==> config.mk <==
export PLATFORM = sky130hd
export DESIGN_NAME = clkgen_ctl
export DESIGN_NICKNAME = d
export VERILOG_FILES = /design/src/rtl/clkgen_pkg.sv /design/src/rtl/clkgen_stab.sv /design/src/rtl/clkgen_lock.sv /design/src/rtl/clkgen_oscpd.sv /design/src/rtl/clkgen_ctl.sv
export SDC_FILE = /design/constraint.sdc
export NUM_CORES = 1
export LEC_CHECK = 0
export CORE_MARGIN = 10
export CORE_UTILIZATION = 48
export CTS_CLUSTER_DIAMETER = 30
export DETAILED_ROUTE_END_ITERATION = 7
export GPL_ROUTABILITY_DRIVEN = 0
export PLACE_DENSITY = 0.79
export REMOVE_ABC_BUFFERS = 1
export SYNTH_ARGS = -nofsm -noshare
export SYNTH_HDL_FRONTEND = slang
export SYNTH_SLANG_ARGS = --single-unit
==> constraint.sdc <==
create_clock -name clk -period 1.8 [get_ports clk]
set_input_delay 0.36 -clock clk [delete_from_list [all_inputs] [get_ports clk]]
set_output_delay 0.36 -clock clk [all_outputs]
set_load 0.005 [all_outputs]
==> src/rtl/clkgen_pkg.sv <==
package clkgen_pkg;
  localparam int DATA_W    = 16;
  localparam int MULT_W    = 5;
  localparam int MULT_MIN  = 2;
  localparam int MULT_MAX  = 15;
  localparam int MULT_RST  = 2;

  localparam logic [1:0] ADDR_CTRL = 2'd0;
  localparam logic [1:0] ADDR_MULT = 2'd1;

  localparam int B_SEL    = 0;
  localparam int B_PLLPD  = 1;
  localparam int B_OSCPD  = 2;
  localparam int B_PLLRST = 3;
  localparam int B_LOCK   = 5;
  localparam int B_STABLE = 6;

  typedef struct packed {
    logic sel;
    logic pll_pd;
    logic osc_req;
    logic pll_rst;
  } ctrl_t;
endpackage

==> src/rtl/clkgen_stab.sv <==
module clkgen_stab #(
  parameter int CYCLES = 41032
) (
  input  logic clk,
  input  logic rst_n,
  input  logic osc_off,
  input  logic cnt_dis,
  input  logic test_mode,
  output logic stable_o
);
  localparam int CW = $clog2(CYCLES + 1);
  localparam logic [CW-1:0] LAST = CW'(CYCLES);

  logic [CW-1:0] cnt;
  logic          done;

  always_ff @(posedge clk) begin
    if (!rst_n || osc_off) cnt <= '0;
    else if (cnt != LAST)  cnt <= cnt + 1'b1;
  end

  assign done     = (cnt == LAST);
  assign stable_o = done | cnt_dis | test_mode;

  AST_OFF_CLEARS_DONE: assert property (@(posedge clk) disable iff (!rst_n)
    osc_off |=> !done);
  AST_DONE_HOLDS: assert property (@(posedge clk) disable iff (!rst_n)
    (done && !osc_off) |=> done);
endmodule

==> src/rtl/clkgen_lock.sv <==
module clkgen_lock #(
  parameter int CYCLES = 256
) (
  input  logic clk,
  input  logic rst_n,
  input  logic restart,
  input  logic hold,
  output logic lock_o
);
  localparam int CW = $clog2(CYCLES + 1);
  localparam logic [CW-1:0] LAST = CW'(CYCLES);

  logic [CW-1:0] cnt;

  always_ff @(posedge clk) begin
    if (!rst_n || restart || hold) cnt <= '0;
    else if (cnt != LAST)          cnt <= cnt + 1'b1;
  end

  assign lock_o = (cnt == LAST);

  AST_RESTART_UNLOCKS: assert property (@(posedge clk) disable iff (!rst_n)
    restart |=> !lock_o);
  AST_HOLD_UNLOCKS: assert property (@(posedge clk) disable iff (!rst_n)
    hold |=> !lock_o);
  AST_LOCK_STICKS: assert property (@(posedge clk) disable iff (!rst_n)
    (lock_o && !restart && !hold) |=> lock_o);
endmodule

==> src/rtl/clkgen_oscpd.sv <==
module clkgen_oscpd (
  input  logic clk,
  input  logic rst_n,
  input  logic req,
  input  logic immediate,
  input  logic idle,
  output logic off_o
);
  always_ff @(posedge clk) begin
    if (!rst_n) off_o <= 1'b0;
    else        off_o <= req & (off_o | immediate | idle);
  end

  AST_IMMEDIATE_OFF: assert property (@(posedge clk) disable iff (!rst_n)
    (req && immediate) |=> off_o);
  AST_DEFER_WAITS: assert property (@(posedge clk) disable iff (!rst_n)
    (!off_o && !immediate && !idle) |=> !off_o);
  AST_RELEASE_ON: assert property (@(posedge clk) disable iff (!rst_n)
    !req |=> !off_o);
endmodule

==> src/rtl/clkgen_ctl.sv <==
module clkgen_ctl
  import clkgen_pkg::*;
#(
  parameter int ADDR_W        = 2,
  parameter int STABLE_CYCLES = 41032,
  parameter int LOCK_CYCLES   = 256
) (
  input  logic                clk,
  input  logic                rst_n,
  input  logic                reg_we,
  input  logic [ADDR_W-1:0]   reg_addr,
  input  logic [DATA_W-1:0]   reg_wdata,
  output logic [DATA_W-1:0]   reg_rdata,
  input  logic                clk_mode,
  input  logic                idle_flag,
  input  logic                stab_cnt_dis,
  input  logic                test_mode,
  output logic                pll_sel_o,
  output logic                pll_pwrdn_o,
  output logic                pll_rst_o,
  output logic                osc_pwrdn_o,
  output logic [MULT_W-1:0]   mult_o,
  output logic                pll_lock_o,
  output logic                osc_stable_o
);
  ctrl_t             ctrl_q;
  logic [MULT_W-1:0] mult_q;
  logic              wr_ctrl, wr_mult, mult_ok, lock_restart, lock_hold;
  logic [MULT_W-1:0] mult_in;

  assign wr_ctrl = reg_we && (reg_addr == ADDR_W'(ADDR_CTRL));
  assign wr_mult = reg_we && (reg_addr == ADDR_W'(ADDR_MULT));
  assign mult_in = reg_wdata[MULT_W-1:0];
  assign mult_ok = (mult_in >= MULT_W'(MULT_MIN)) && (mult_in <= MULT_W'(MULT_MAX));

  always_ff @(posedge clk) begin
    if (!rst_n) begin
      ctrl_q <= '{sel: 1'b0, pll_pd: 1'b0, osc_req: 1'b0, pll_rst: 1'b1};
      mult_q <= MULT_W'(MULT_RST);
    end else begin
      if (wr_ctrl) begin
        ctrl_q.sel     <= reg_wdata[B_SEL];
        ctrl_q.pll_pd  <= reg_wdata[B_PLLPD];
        ctrl_q.osc_req <= reg_wdata[B_OSCPD];
        ctrl_q.pll_rst <= reg_wdata[B_PLLRST];
      end
      if (wr_mult && mult_ok) mult_q <= mult_in;
    end
  end

  assign lock_restart = (wr_mult && mult_ok)
                      || (wr_ctrl && (reg_wdata[B_PLLRST] || reg_wdata[B_PLLPD]));
  assign lock_hold    = ctrl_q.pll_rst | ctrl_q.pll_pd;

  clkgen_lock #(.CYCLES(LOCK_CYCLES)) u_lock (
    .clk(clk), .rst_n(rst_n), .restart(lock_restart), .hold(lock_hold),
    .lock_o(pll_lock_o)
  );

  clkgen_oscpd u_oscpd (
    .clk(clk), .rst_n(rst_n), .req(ctrl_q.osc_req), .immediate(clk_mode),
    .idle(idle_flag), .off_o(osc_pwrdn_o)
  );

  clkgen_stab #(.CYCLES(STABLE_CYCLES)) u_stab (
    .clk(clk), .rst_n(rst_n), .osc_off(osc_pwrdn_o), .cnt_dis(stab_cnt_dis),
    .test_mode(test_mode), .stable_o(osc_stable_o)
  );

  assign pll_sel_o   = ctrl_q.sel;
  assign pll_pwrdn_o = ctrl_q.pll_pd;
  assign pll_rst_o   = ctrl_q.pll_rst;
  assign mult_o      = mult_q;

  logic [DATA_W-1:0] ctrl_word;
  always_comb begin
    ctrl_word           = '0;
    ctrl_word[B_SEL]    = ctrl_q.sel;
    ctrl_word[B_PLLPD]  = ctrl_q.pll_pd;
    ctrl_word[B_OSCPD]  = ctrl_q.osc_req;
    ctrl_word[B_PLLRST] = ctrl_q.pll_rst;
    ctrl_word[B_LOCK]   = pll_lock_o;
    ctrl_word[B_STABLE] = osc_stable_o;
  end

  always_ff @(posedge clk) begin
    if (!rst_n)                                 reg_rdata <= '0;
    else if (reg_addr == ADDR_W'(ADDR_CTRL))    reg_rdata <= ctrl_word;
    else if (reg_addr == ADDR_W'(ADDR_MULT))    reg_rdata <= DATA_W'(mult_q);
    else                                        reg_rdata <= '0;
  end

  AST_MULT_LEGAL: assert property (@(posedge clk) disable iff (!rst_n)
    (mult_o >= MULT_W'(MULT_MIN)) && (mult_o <= MULT_W'(MULT_MAX)));
  AST_MULT_KEEP: assert property (@(posedge clk) disable iff (!rst_n)
    !(wr_mult && mult_ok) |=> $stable(mult_o));
  AST_RST_BIT: assert property (@(posedge clk) disable iff (!rst_n)
    wr_ctrl |=> (pll_rst_o == $past(reg_wdata[B_PLLRST])));
endmodule

==> impl_metrics.toml <==
[status]
status = "complete, but fails checks"
violations = "negative setup slack"

[yosys]
yosys_warnings = 0
netlist_area_sq_um = 2042
synth_edf_count = 0
yosys_most_used_dff = "dfxtp_1"
ys_seq_area_share_pct = 41.18
avgSynthCellArea_sq_um = 9.035
synth.area.top_cells = "dfxtp_1 (41%), mux2i_1 (7.4%), buf_4 (3.7%), nand2_1 (3.5%), a21oi_1 (2.9%)"
yosysTopAreaCellShare_pct = 41.18
synth-seq-cells = 42
ys_types = 46
netlist_instances = 226
yosys.area.top_type = "dfxtp_1"
async_flop_share_pct = 0

[timing]
fin_setup_tns_ps = -304.2
maxSlewHeadroom_pct = 54.32
final_hold_viol_count = 0
slew_viol_final = 0
fin_crit_sh_pct = 113.1
fin_crit_ps = 2037
rsz0062_at_grt = "yes"
fin_skew_ps = 10.34
worstMarginPinSlew_ps = 675.7
setup_viol = 2
layout_setup_ws_ps = -236.6
max_freq_mhz = 491.0

[critical_path]
arrival_ps = 1680
cp.required_ps = 1440
r2r-start = "u_stab.cnt[1]$_SDFFE_PP0N_"
worst_r2r_endpoint = "u_stab.cnt[12]$_SDFFE_PP0N_"
worstPathCellList = "inv_2 > ha_4 > nor4b_4 > and4_4 > or3_4 > buf_6"
crit_path_max_incr_delay_ps = 370
path_max_fanout = 2
reg2reg_depth = 6
end_kind = "output port"
cpMaxStageDelayCell = "or3_4"
cp-endpoint = "osc_stable_o"
critPathLaunchType = "flop"
crit_start = "u_stab.cnt[0]$_SDFFE_PP0N_"
critPathKind = "flop to output port"
r2r_setup_slack_ps = 80

[power_and_ir_drop]
total_power_mw = 2.083
peakVddDrop_mv = 0.5608
leakagePower_nw = 1.114
pwr_density_cell_nw_per_um2 = 722.3

[global_route]
track_usage_pct = 14.65
grt_pass1_vias = 1895
grt_pass1_wl_microns = 8866
grt_max_degree = 16
grt-ovfl-total = 0
antenna_found_initial = 0

[floorplanning]
dieArea_sq_um = 7263
die-height_microns = 85.23
row_count = 23
core_area_sq_um = 4058
ios = 52
die_w_microns = 85.23
start_util_pct = 50.32

[layout]
antenna_cells = 0
nNetsFinal = 329
ff_latch_area_sq_um = 845.8
fill_cells = 284
syn_to_final_growth_pct = 41.24
multiInputGateArea_sq_um = 1150
layout_common_cells = "buf_4 (42), dfxtp_1 (38), clkdlybuf4s50_1 (29), nand2_1 (19), mux2i_1 (15)"
fin_util_pct = 71.08
final_cells = 351
final_common_cell = "buf_4"
layout-drive-gt1-share_pct = 24.92

[cts]
htree_levels = 2
cts-root-buf = "clkbuf_8"
cts.sinks = 42
path_clk_slew_ps = 90
cts_tree = "yes"
cts_buffers = 5
clk_path_buf_depth = 2
cts_hold_buffers = 0
clkLatencyLatePin_ps = 300

[run]
cap_violations = 0

[placement]
dp_hpwl_microns = 3831
place_inst = 339
port_buffers = 31

[detailed_routing]
dr.pass1.iters = 4
vias = 1970
routed_via_density = 5.613
wl_per_cell_microns = 15.64
detail-route-antenna-nets = 0
drc_errors = 0
drt_iter0_markers = 131
drt_wl_total_microns = 5491

[min_path]
hold_class = "flop to flop"
[critical path: cells and delay by family (launching register included)]
| kind | cells | cell delay [ps] |
|---|---|---|
| DFF | 1 | 350 |
| and+or+nand+nor | 3 | 700 |
| adders and majority gates | 1 | 140 |
| buffers and inverters | 2 | 170 |
[logic make-up (layout without fill, tap and decap cells)]
kind of cell	count (synthesis)	after routing	share of synthesized area (%)
adder cells (fa/ha/maj)	4	4	2.451
flip-flops	42	42	41.18
other	1	9	0.1836
AO/OA/AOI/OAI	39	39	12.19
multiplexers	15	15	7.353
XOR/XNOR	4	4	1.716
AND/OR/NAND/NOR	95	95	28.06
buffers and inverters	26	93	6.863
[state kept, by name (all words and copies together) (netlist names)]
name and count:
pll_rst_o 1, u_stab.cnt 16, pll_pwrdn_o 1, pll_sel_o 1, u_oscpd.off_o 1, mult_o 5, u_lock.cnt 9, reg_rdata 7
ctrl_q 1
[report_power, final]
| part | total, mW | switching (mW) | internal, mW | leakage [nW] |
|---|---|---|---|---|
| clock network | 0.929 | 0.337 | 0.592 | 0.0714 |
| logic | 0.199 | 0.0903 | 0.109 | 0.701 |
| registers | 0.955 | 0.00996 | 0.945 | 0.341 |
[how the worst min path moves through the flow]
stage / slack [ps] / cells past startpoint / start / endpoint
3_5_place_dp: 450 / 2 / mult_o[4]$_SDFFE_PN0P_ / reg_rdata[4]$_SDFF_PP0_
6_report: 460 / 2 / mult_o[4]$_SDFFE_PN0P_ / reg_rdata[4]$_SDFF_PP0_
4_1_cts: 460 / 2 / mult_o[4]$_SDFFE_PN0P_ / reg_rdata[4]$_SDFF_PP0_
2_1_floorplan: 420 / 1 / rst_n / pll_rst_o$_SDFFE_PN1P_
3_3_place_gp: 440 / 2 / mult_o[4]$_SDFFE_PN0P_ / reg_rdata[4]$_SDFF_PP0_
5_1_grt: 470 / 2 / mult_o[4]$_SDFFE_PN0P_ / reg_rdata[4]$_SDFF_PP0_
[what timing repair did]
action	in CTS	in global routing
gates resized for setup	19	9
setup endpoints to repair	2	2
buffers inserted	1	3
pin swaps	2	3
[through the flow]
| stage | instance area (sq um) | worst slack (ps) | hold WS (ps) |
|---|---|---|---|
| 6_report | 2884 | -236.6 | 456.5 |
| 3_5_place_dp | 2651 | -222.2 | 445.5 |
| 2_1_floorplan | 1973 | 154.0 | 421.9 |
| 3_3_place_gp | 2651 | -215.8 | 442.8 |
| 4_1_cts | 2816 | -191.1 | 457.0 |
| 5_1_grt | 2884 | -273.8 | 474.6 |
[layout make-up]
type / count / area share [%]
well taps: 50 / 2.169
repair buffers: 74 / 22.26
clock inverters: 2 / 2.082
inverters: 11 / 1.432
clock buffers: 6 / 2.863
flip-flops and latches: 42 / 29.33
multi-input cells: 166 / 39.87
[synth_stat cells (2+ instances only)]
cell and n:
nand2b_1 7, ha_1 4, nor4_1 5, inv_1 11
mux2i_1 15, nor2_1 15, and3_1 2, nand2_1 19
or4_1 3, buf_2 4, o31ai_1 3, or3_1 7
o21ai_0 11, nor4b_1 4, xor2_1 3, dfxtp_1 42
nand3_1 10, nand3b_1 2, nand4_1 4, a21oi_1 12
buf_4 10, a22oi_1 6, nor3_1 3, or4b_1 2
[per-layer routing]
layer / routed length (microns) / GRT usage [%] / vias to the layer above / part of all wire (%)
li1: - / - / 951 / -
met4: 102 / 5.389 / 0 / 1.9
met2: 2614 / 23.23 / 63 / 48
met3: 443 / 6.501 / 13 / 8.1
met5: 0 / 0 / - / 0
met1: 2331 / 16.97 / 943 / 42
Power figures use the tool's default switching activity.
